## config.mk

```make
export PLATFORM = sky130hd
export DESIGN_NAME = llsc_monitor
export DESIGN_NICKNAME = d
export VERILOG_FILES = /design/src/rtl/llsc_monitor.sv
export SDC_FILE = /design/constraint.sdc
export NUM_CORES = 1
export LEC_CHECK = 0
export ABC_AREA = 1
export BUFFER_PORTS_ARGS = -buffer_cell sky130_fd_sc_hd__buf_4
export CORE_UTILIZATION = 61
export DETAILED_ROUTE_END_ITERATION = 7
export PLACE_DENSITY = 0.88
export RECOVER_POWER = 100
export SLEW_MARGIN = 10
export SYNTH_ARGS = -nofsm -noshare
export SYNTH_HDL_FRONTEND = slang
export SYNTH_SLANG_ARGS = --single-unit
```

## constraint.sdc

```tcl
create_clock -name clk -period 5.5 [get_ports clk]
set_input_delay 1.1 -clock clk [delete_from_list [all_inputs] [get_ports clk]]
set_output_delay 1.1 -clock clk [all_outputs]
set_load 0.005 [all_outputs]
```

## src/rtl/llsc_monitor.sv

```systemverilog
module llsc_monitor #(
  parameter int NCORE = 4,
  parameter int AW    = 4,
  parameter int DW    = 8
) (
  input  logic               clk,
  input  logic               rst_n,
  input  logic [NCORE-1:0]   req_valid,
  input  logic [2*NCORE-1:0] req_op,
  input  logic [NCORE*AW-1:0] req_addr,
  input  logic [NCORE*DW-1:0] req_wdata,
  output logic [NCORE-1:0]   req_gnt,
  output logic [NCORE-1:0]   rsp_valid,
  output logic [DW-1:0]      rsp_data,
  output logic               rsp_ok,
  output logic               wr_fire
);
  localparam int DEPTH = 1 << AW;
  localparam int IW    = (NCORE > 1) ? $clog2(NCORE) : 1;
  localparam logic [1:0] OP_LD = 2'd0, OP_LL = 2'd1, OP_ST = 2'd2, OP_SC = 2'd3;

  logic [DW-1:0] mem [DEPTH];
  logic          resv_v [NCORE];
  logic [AW-1:0] resv_a [NCORE];

  logic [IW-1:0] w_idx;
  logic [1:0]    w_op;
  logic [AW-1:0] w_addr;
  logic [DW-1:0] w_data;
  logic          any, sc_ok, commit;

  assign any     = |req_valid;
  assign req_gnt = req_valid & (~req_valid + 1'b1);

  always_comb begin
    w_idx = '0;
    for (int i = NCORE - 1; i >= 0; i--)
      if (req_valid[i]) w_idx = IW'(i);
  end

  assign w_op   = req_op[w_idx*2 +: 2];
  assign w_addr = req_addr[w_idx*AW +: AW];
  assign w_data = req_wdata[w_idx*DW +: DW];
  assign sc_ok  = (w_op == OP_SC) && resv_v[w_idx] && (resv_a[w_idx] == w_addr);
  assign commit = any && ((w_op == OP_ST) || sc_ok);

  always_ff @(posedge clk) begin
    if (!rst_n) begin
      rsp_valid <= '0;
      rsp_data  <= '0;
      rsp_ok    <= 1'b0;
      wr_fire   <= 1'b0;
      for (int k = 0; k < DEPTH; k++) mem[k] <= '0;
    end else begin
      rsp_valid <= req_gnt;
      rsp_data  <= mem[w_addr];
      rsp_ok    <= any && sc_ok;
      wr_fire   <= commit;
      if (commit) mem[w_addr] <= w_data;
    end
  end

  for (genvar i = 0; i < NCORE; i++) begin : g_resv
    logic mine;
    assign mine = any && (w_idx == IW'(i));
    always_ff @(posedge clk) begin
      if (!rst_n) begin
        resv_v[i] <= 1'b0;
        resv_a[i] <= '0;
      end else if (mine && w_op == OP_LL) begin
        resv_v[i] <= 1'b1;
        resv_a[i] <= w_addr;
      end else if (mine && w_op == OP_SC) begin
        resv_v[i] <= 1'b0;
      end else if (commit && !mine && resv_a[i] == w_addr) begin
        resv_v[i] <= 1'b0;
      end
    end
  end

  // silence unused OP_LD by referencing it in a harmless compare
  logic is_ld;
  assign is_ld = (w_op == OP_LD);
endmodule

```

**Yosys cells after proc, flatten, opt, wreduce, memory -nomap -nowiden**

Memory sizes are Yosys's and may differ from the RTL's. A register that Yosys moved wholly into a read port is not among the register bits.
Index checks and enable logic that the tools add are counted.
Widths: inputs -> output; s select.

- Add/sub/neg operators: 1
- Eq/ne operators: 11
- Shift operators: 3
- Multiplexer cells: 75
- Bitwise logic cells: 18
- Reductions and logical operators: 33

Operators by type and width:

| operator | number |
|---|---|
| $mux 1 | 65 |
| $shiftx 32x6->8 | 1 |
| $logic_and 1x1->1 | 24 |
| $eq 4x4->1 | 5 |
| $mux 4 | 5 |
| $or 1x1->1 | 16 |
| $shiftx 16x5->4 | 1 |
| $eq 2x2->1 const B | 4 |
| $mux 2 | 4 |
| $mux 8 | 1 |
| $reduce_or 8->1 | 1 |
| $shiftx 8x4->2 | 1 |
| $logic_not 1->1 | 5 |
| $add 4x1->4 const B | 1 |
| $and 4x4->4 | 1 |
| $eq 2x1->1 const B | 2 |
| $not 4->4 | 1 |
| $reduce_or 4->1 | 1 |
| $logic_not 2->1 | 1 |
| $logic_or 1x1->1 | 1 |

- Flip-flop bits (word level): 6
- Bits in writable memories: 148
- Output and inout bits: 18
- Logic and storage cells: 147
- Memories: 3

Memory list:

| name | words | bits a word | read ports | clocked after memory_dff | write ports | line | text |
|---|---|---|---|---|---|---|---|
| mem | 16 | 8 | 1 | 1 | 16 | 22 | `logic [DW-1:0] mem [DEPTH];` |
| resv_a | 4 | 4 | 5 | 0 | 4 | 24 | `logic [AW-1:0] resv_a [NCORE];` |
| resv_v | 4 | 1 | 1 | 0 | 4 | 23 | `logic resv_v [NCORE];` |

**Longest topological paths before layout**

Gate-level depths: netlist (run 1).

- Word-level depth: 18
- Gate-level depth with buffers: 18
- Depth with buffers taken out: 16

**Least setup slack after synthesis (run 1)**

Ideal clock, no wire load.

- Path kind: input to output
- Start point: in req_valid[0]
- End point: out req_gnt[3]
- Arrival time: 2.001 ns
- Path slack: 2.399 ns
- Stages on the path: 7
- Cells stage by stage: inv_2 > nand3_2 > nand2_4 > buf_2 > buf_2 > nand2_1 > inv_1

- Longest elaborated chain between the ends: 3

RTL lines:

| item | line | text |
|---|---|---|
| start: declaration | 8 | `input logic [NCORE-1:0] req_valid,` |
| $not 4->4 | 33 | `assign req_gnt = req_valid & (~req_valid + 1'b1);` |
| $add 4x1->4 | 33 |  |
| $and 4x4->4 | 33 |  |
| end: declaration | 12 | `output logic [NCORE-1:0] req_gnt,` |

No other way between the ends.

==> impl_metrics.py, run 1 <==
metrics = {
    "outcome": {
        "status": "finished with violations",
        "violations": "max-capacitance violations, max-slew violations",
    },
    "synth": {
        "seq_area_frac_synth_pct": 56.4,
        "synth.area.mux_share_pct": 0,
        "synth_nets": 1065,
        "avgSynthCellArea_sq_um": 8.33,
        "synth_cells": 1003,
        "ys_seq_elements": 162,
        "synth_fa_ha_area_share_pct": 0,
        "yosys.area_share.simple_pct": 34.9,
        "synth_top_family_by_area": "simple AND/OR/NAND/NOR gates",
        "syn_area_sq_um": 8360,
        "yosysWarnings": 0,
        "synth_xor_area_share_pct": 0.629,
        "synthDistinctLibCells": 29,
        "synth_compound_area_share_pct": 2.44,
    },
    "power": {
        "finalPower_mw": 3.10,
        "pwr_density_cell_nw_per_um2": 325,
        "p_sw_share_pct": 27.3,
        "switchingPower_mw": 0.846,
        "power_frac_clock_pct": 37.7,
        "pwr-share-comb_pct": 16.1,
        "p_leak_nw": 4.38,
        "worst_ir_drop_vdd_uv": 230,
        "power_frac_seq_pct": 46.2,
        "intPower_mw": 2.26,
    },
    "global_routing": {
        "grt_overflow": 0,
        "antenna_found_initial": 0,
        "grt_first_pass_wirelength_um": 35000,
        "grt_max_degree": 72,
        "grtUsageTotal_pct": 32.6,
        "grt_pass1_vias": 6722,
    },
    "clock_network": {
        "cts_inserted_buffers": 17,
        "clock_sinks": 162,
        "cts_tree": "built",
        "worstSkewPairLatency_ps": 430,
        "cts_root_buf": "clkbuf_16",
        "cts_hold_buf": 0,
        "path_clk_slew_ps": 60,
        "clk_path_buf_depth": 2,
        "htreeDepth": 4,
        "cts_resized": 0,
        "post-cts-setup-buffer-count": 0,
    },
    "setup_path": {
        "start_kind": "input port",
        "regToRegSetupSlack_ps": 2630,
        "arrival_ps": 4650,
        "max_stage_delay_ps": 670,
        "critPathSlowestCell": "nor2_1",
        "path_class": "input port to flip-flop",
        "cpMostUsedCell": "nand2_1",
        "required_ps": 5530,
        "cp_cell_sequence": "clkbuf_1 > inv_2 > nand2_1 > nor2_1 > nand2_1 > nand2_1 > inv_2 > nand2_1 > buf_4 > nand3_1 > nand2_1 > nor2_1 > nand3_1 > nand2_2 > nand3_2 > nand2_1",
        "cp_max_fo": 41,
        "end_kind": "flip-flop",
        "r2r_cells": 11,
    },
    "die": {
        "io_pins": 80,
        "fp.dieArea_sq_um": 14200,
        "die_w_um": 119,
        "num_rows": 42,
        "die_h_um": 119,
        "start_util_pct": 62.8,
        "core-area_sq_um": 13300,
    },
    "timing": {
        "finClkSkew_ps": 7.64,
        "rsz0062_at_grt": "no",
        "worstMarginPinSlew_ps": 1690,
        "slew_headroom_pct": -12.5,
        "drv_slew": 26,
        "fin_ws_ps": 886,
        "clock.fmax_mhz": 217,
        "hold_violations": 0,
        "setup_violations": 0,
        "fin_crit_ps": 4610,
        "period_share_pct": 83.9,
        "setup_tns_ps": 0,
    },
    "final_layout": {
        "regArea_sq_um": 4710,
        "n_fill_cell": 963,
        "drive_above_1_share_pct": 14.1,
        "syn_to_final_growth_pct": 14.1,
        "multi_input_comb_area_sq_um": 3150,
        "nets": 1123,
        "antenna_cells": 0,
        "final_core_util_pct": 71.7,
    },
    "job": {
        "cap_viol_max_count": 1,
    },
    "placement": {
        "port_buffers": 79,
        "dp_slack_ps": 890,
        "gp_congestion": 0.946,
        "hpwl_um": 13700,
    },
    "drt": {
        "via_per_inst": 5.74,
        "antenna_left": 0,
        "avgRoutedWirePerCell_um": 17.4,
        "route.detailed.drc": 0,
        "dr.pass1.iters": 8,
        "postRouteWirelength_um": 21800,
        "vias": 7166,
        "first_iter_violations": 1266,
    },
    "worst_hold_path": {
        "hold_depth": 2,
        "hp-class": "flip-flop to flip-flop",
    },
}
metal layers:
layer,global-route usage [%],routed length (um)
met1,43.3,8210
met2,50.1,10100
met3,6.90,2470
met4,18.3,1010
met5,0,0
kinds of logic (layout without fill, tap and decap cells):
| kind of cell | after synthesis | in the layout |
|---|---|---|
| compound gates | 31 | 31 |
| xor+xnor | 6 | 6 |
| buf+inv | 108 | 178 |
| flops | 162 | 162 |
| simple gates | 696 | 696 |
final timing paths:
path / start / endpoint
worst max-delay path: req_valid[0] / mem[6][0]$_SDFFCE_PN0P_
worst min-delay path: resv_v[2]$_DFF_P_ / resv_v[2]$_DFF_P_
worst max register to register: resv_a[3][0]$_SDFFCE_PN0P_ / mem[5][6]$_SDFFCE_PN0P_
worst min register to register: resv_v[2]$_DFF_P_ / resv_v[2]$_DFF_P_
registers in the layout (all words and copies together) (netlist names):
| signal | flops |
|---|---|
| rsp_valid | 4 |
| rsp_data | 8 |
| mem | 128 |
| wr_fire | 1 |
| resv_a | 16 |
| resv_v | 4 |
| rsp_ok | 1 |
per-stage QoR:
stage               cell area (sq um)  std cells  hold WS (ps)
finish                           9530       1249           579
floorplan                        8360       1003           522
global placement                 9000       1218           560
global route                     9530       1249           588
detailed placement               9000       1218           561
CTS                              9570       1249           574
critical path, delay by kind of cell:
kind	cells	cell delay [ps]
buffers and inverters	4	820
AND/OR/NAND/NOR	12	2690
cell usage in the layout (no fill, tap or decap), types with 3 or more instances in the layout:
cell / instances
a21oi_1: 6
buf_4: 72
bufinv_16: 3
clkbuf_1: 8
clkbuf_16: 17
clkbuf_4: 13
clkinv_2: 3
dfxtp_1: 15
edfxtp_1: 147
inv_1: 40
inv_2: 17
nand2_1: 420
nand3_1: 37
nand3_2: 7
nand3_4: 10
nand4_1: 12
nor2_1: 200
nor2_2: 4
o21ai_0: 12
o32a_1: 8
xor2_1: 6
cell usage after synthesis (all sizes together):
master  count  area (sq um)
clkbuf     25          93.8
xor2        6          52.6
nand3b      2          15.0
inv        57           214
nor3        2          10.0
nand4      12          75.1
o21bai      1          7.51
o211ai      2          15.0
o32a        8          80.1
o22ai       1          6.26
buf        26           161
nand2     422          1610
dfxtp      15           300
nor2      204           778
edfxtp    147          4410
o21ai      13          65.1
nand3      54           430
a21oi       6          30.0
power by group through the flow:
stage | sequential (mW) | clock, mW | combinational, mW
4_1_cts | 1.43 | 1.17 | 0.494
6_report | 1.43 | 1.17 | 0.501
5_1_grt | 1.44 | 1.22 | 0.545
3_5_place_dp | 1.46 | 0 | 0.487
2_1_floorplan | 1.45 | 0 | 0.324
3_3_place_gp | 1.45 | 0 | 0.481
layout make-up:
type / count / share of cell area [%]
repair buffers: 90 / 6.89
clock inverters: 11 / 1.44
flip-flops and latches: 162 / 49.5
inverters: 57 / 2.24
multi-input cells: 733 / 33.1
well taps: 176 / 2.31
clock buffers: 20 / 4.58
(Power assumes the default switching activity.)
==> run 2: changes to the inputs <==
--- a/config.mk
+++ b/config.mk
@@ -7,9 +7,9 @@
 export LEC_CHECK = 0
 export ABC_AREA = 1
 export BUFFER_PORTS_ARGS = -buffer_cell sky130_fd_sc_hd__buf_4
-export CORE_UTILIZATION = 61
+export CORE_UTILIZATION = 54
 export DETAILED_ROUTE_END_ITERATION = 7
-export PLACE_DENSITY = 0.88
+export PLACE_DENSITY = 0.83
 export RECOVER_POWER = 100
 export SLEW_MARGIN = 10
 export SYNTH_ARGS = -nofsm -noshare
==> constraint.sdc (replaced) <==
create_clock -name clk -period 4.1 [get_ports clk]
set_input_delay 0.82 -clock clk [delete_from_list [all_inputs] [get_ports clk]]
set_output_delay 0.82 -clock clk [all_outputs]
set_load 0.005 [all_outputs]
==> run 2 against run 1 <==
Net effect: the flow still finishes with violations (max-capacitance violations, max-slew violations); via count decreased by 2.8%; register-to-register slack got worse by 1100 ps; power rose by 33%; sequential share of layout area is 0.46 points lower; final area grew 0.95%; die area increased by 13%; clock power rose by 32%; core utilization is 8.2 points lower; combinational power increased by 35%; clock-buffer cell count did not move; critical path depth increased by 1; setup slack lost 380 ps; largest cell class unchanged.
==> impl_metrics.py, run 2 (same netlist as run 1, synthesis figures left out) <==
metrics = {
    "outcome": {
        "status": "finished with violations",
        "violations": "max-capacitance violations, max-slew violations",
    },
    "setup_path": {
        "cp_max_fo": 28,
        "start_kind": "input port",
        "path_class": "input port to flip-flop",
        "arrival_ps": 3690,
        "end_kind": "flip-flop",
        "required_ps": 4190,
    },
    "timing": {
        "setup_violations": 0,
        "slew_headroom_pct": -3.95,
        "worstMarginPinSlew_ps": 1560,
        "finClkSkew_ps": 9.98,
        "clock.fmax_mhz": 278,
        "hold_violations": 0,
        "drv_slew": 26,
        "rsz0062_at_grt": "no",
        "period_share_pct": 87.8,
        "fin_crit_ps": 3600,
        "setup_tns_ps": 0,
    },
    "final_layout": {
        "layout_common_cells": "416 x nand2_1, 200 x nor2_1, 147 x edfxtp_1",
        "drive_above_1_share_pct": 15.4,
        "final_common_cell": "nand2_1",
        "regMostFlops": "mem",
        "regArea_sq_um": 4710,
        "final_core_util_pct": 63.5,
        "syn_to_final_growth_pct": 15.2,
        "largestRegisters": "mem: 128 flops, resv_a: 16 flops, rsp_data: 8 flops",
        "multi_input_comb_area_sq_um": 3140,
        "largest_reg_flops": 128,
        "n_fill_cell": 1224,
        "nets": 1132,
        "antenna_cells": 0,
    },
    "placement": {
        "hpwl_um": 13900,
        "gp_congestion": 0.908,
        "port_buffers": 79,
    },
    "power": {
        "intPower_mw": 2.97,
        "pwr_density_cell_nw_per_um2": 430,
        "power_frac_clock_pct": 37.2,
        "switchingPower_mw": 1.17,
        "worst_ir_drop_vdd_uv": 294,
        "pwr-share-comb_pct": 16.3,
        "power_frac_seq_pct": 46.4,
        "p_sw_share_pct": 28.2,
        "p_leak_nw": 4.42,
    },
    "clock_network": {
        "clock_sinks": 162,
        "worstSkewPairLatency_ps": 430,
        "clk_path_buf_depth": 2,
        "cts_root_buf": "clkbuf_16",
        "path_clk_slew_ps": 60,
        "htreeDepth": 4,
        "cts_tree": "built",
        "post-cts-setup-buffer-count": 0,
        "cts_hold_buf": 0,
        "cts_inserted_buffers": 17,
        "cts_resized": 0,
    },
    "drt": {
        "avgRoutedWirePerCell_um": 16.4,
        "via_per_inst": 5.48,
        "vias": 6966,
        "postRouteWirelength_um": 20800,
        "route.detailed.drc": 0,
        "antenna_left": 0,
        "dr.pass1.iters": 6,
        "first_iter_violations": 734,
    },
    "global_routing": {
        "grt_overflow": 0,
        "grtUsageTotal_pct": 27.7,
        "grt_max_degree": 66,
        "grt_first_pass_wirelength_um": 33700,
        "grt_pass1_vias": 6783,
        "antenna_found_initial": 0,
    },
    "die": {
        "fp.dieArea_sq_um": 16000,
        "num_rows": 45,
        "die_h_um": 126,
        "core-area_sq_um": 15100,
        "die_w_um": 126,
        "start_util_pct": 55.2,
        "io_pins": 80,
    },
    "worst_hold_path": {
        "hp-class": "flip-flop to flip-flop",
    },
    "job": {
        "cap_viol_max_count": 1,
    },
}
## run 2: stage by stage
stage	power (mW)	area (sq um)	hold slack [ps]	setup WS [ps]	cells
2_1_floorplan	2.38	8360	522	1300	1003
3_5_place_dp	2.62	9090	576	442	1239
4_1_cts	4.13	9670	588	873	1271
6_report	4.14	9620	589	501	1271
3_3_place_gp	2.61	9090	586	518	1239
5_1_grt	4.26	9620	619	251	1271
## run 2: power groups by stage
stage	combinational [mW]	sequential, mW	clock [mW]
after CTS	0.674	1.92	1.54
after global placement	0.661	1.95	0
after global routing	0.741	1.93	1.59
final	0.676	1.92	1.54
after floorplan	0.435	1.94	0
after detailed placement	0.668	1.95	0
## run 2: per-layer routing
| metal | routed length [um] | global-route usage [%] |
|---|---|---|
| met1 | 8020 | 33.5 |
| met2 | 10100 | 46.1 |
| met3 | 1900 | 6.16 |
| met4 | 765 | 15.6 |
| met5 | 0 | 0 |
## run 2: final timing paths
kind	start	end	slack, ps	depth (start not counted)
worst max register to register	resv_a[3][0]$_SDFFCE_PN0P_	mem[8][2]$_SDFFCE_PN0P_	1570	12
worst min-delay path	resv_v[2]$_DFF_P_	resv_v[2]$_DFF_P_	590	2
worst max-delay path	req_valid[0]	mem[8][2]$_SDFFCE_PN0P_	500	17
worst min register to register	resv_v[2]$_DFF_P_	resv_v[2]$_DFF_P_	590	2
## run 2: cell type report
cell class	count	share of cell area, %
Clock inverter	12	1.29
Timing Repair Buffer	99	7.62
Tap cell	188	2.44
Clock buffer	20	4.75
Inverter	57	2.22
Sequential cell	162	49.0
Multi-Input combinational cell	733	32.7
## run 2: critical path, cell delays in order
cell	delay, ps
clkbuf_1	200
inv_2	180
nand2_1	310
nand2_4	240
nand2_1	110
nand3_1	100
nand2_2	90
buf_4	190
inv_2	70
nand2_1	60
nand2_1	50
nor2_1	100
nand3_1	110
nand2_2	90
buf_4	300
nand3_1	300
nand2_1	350
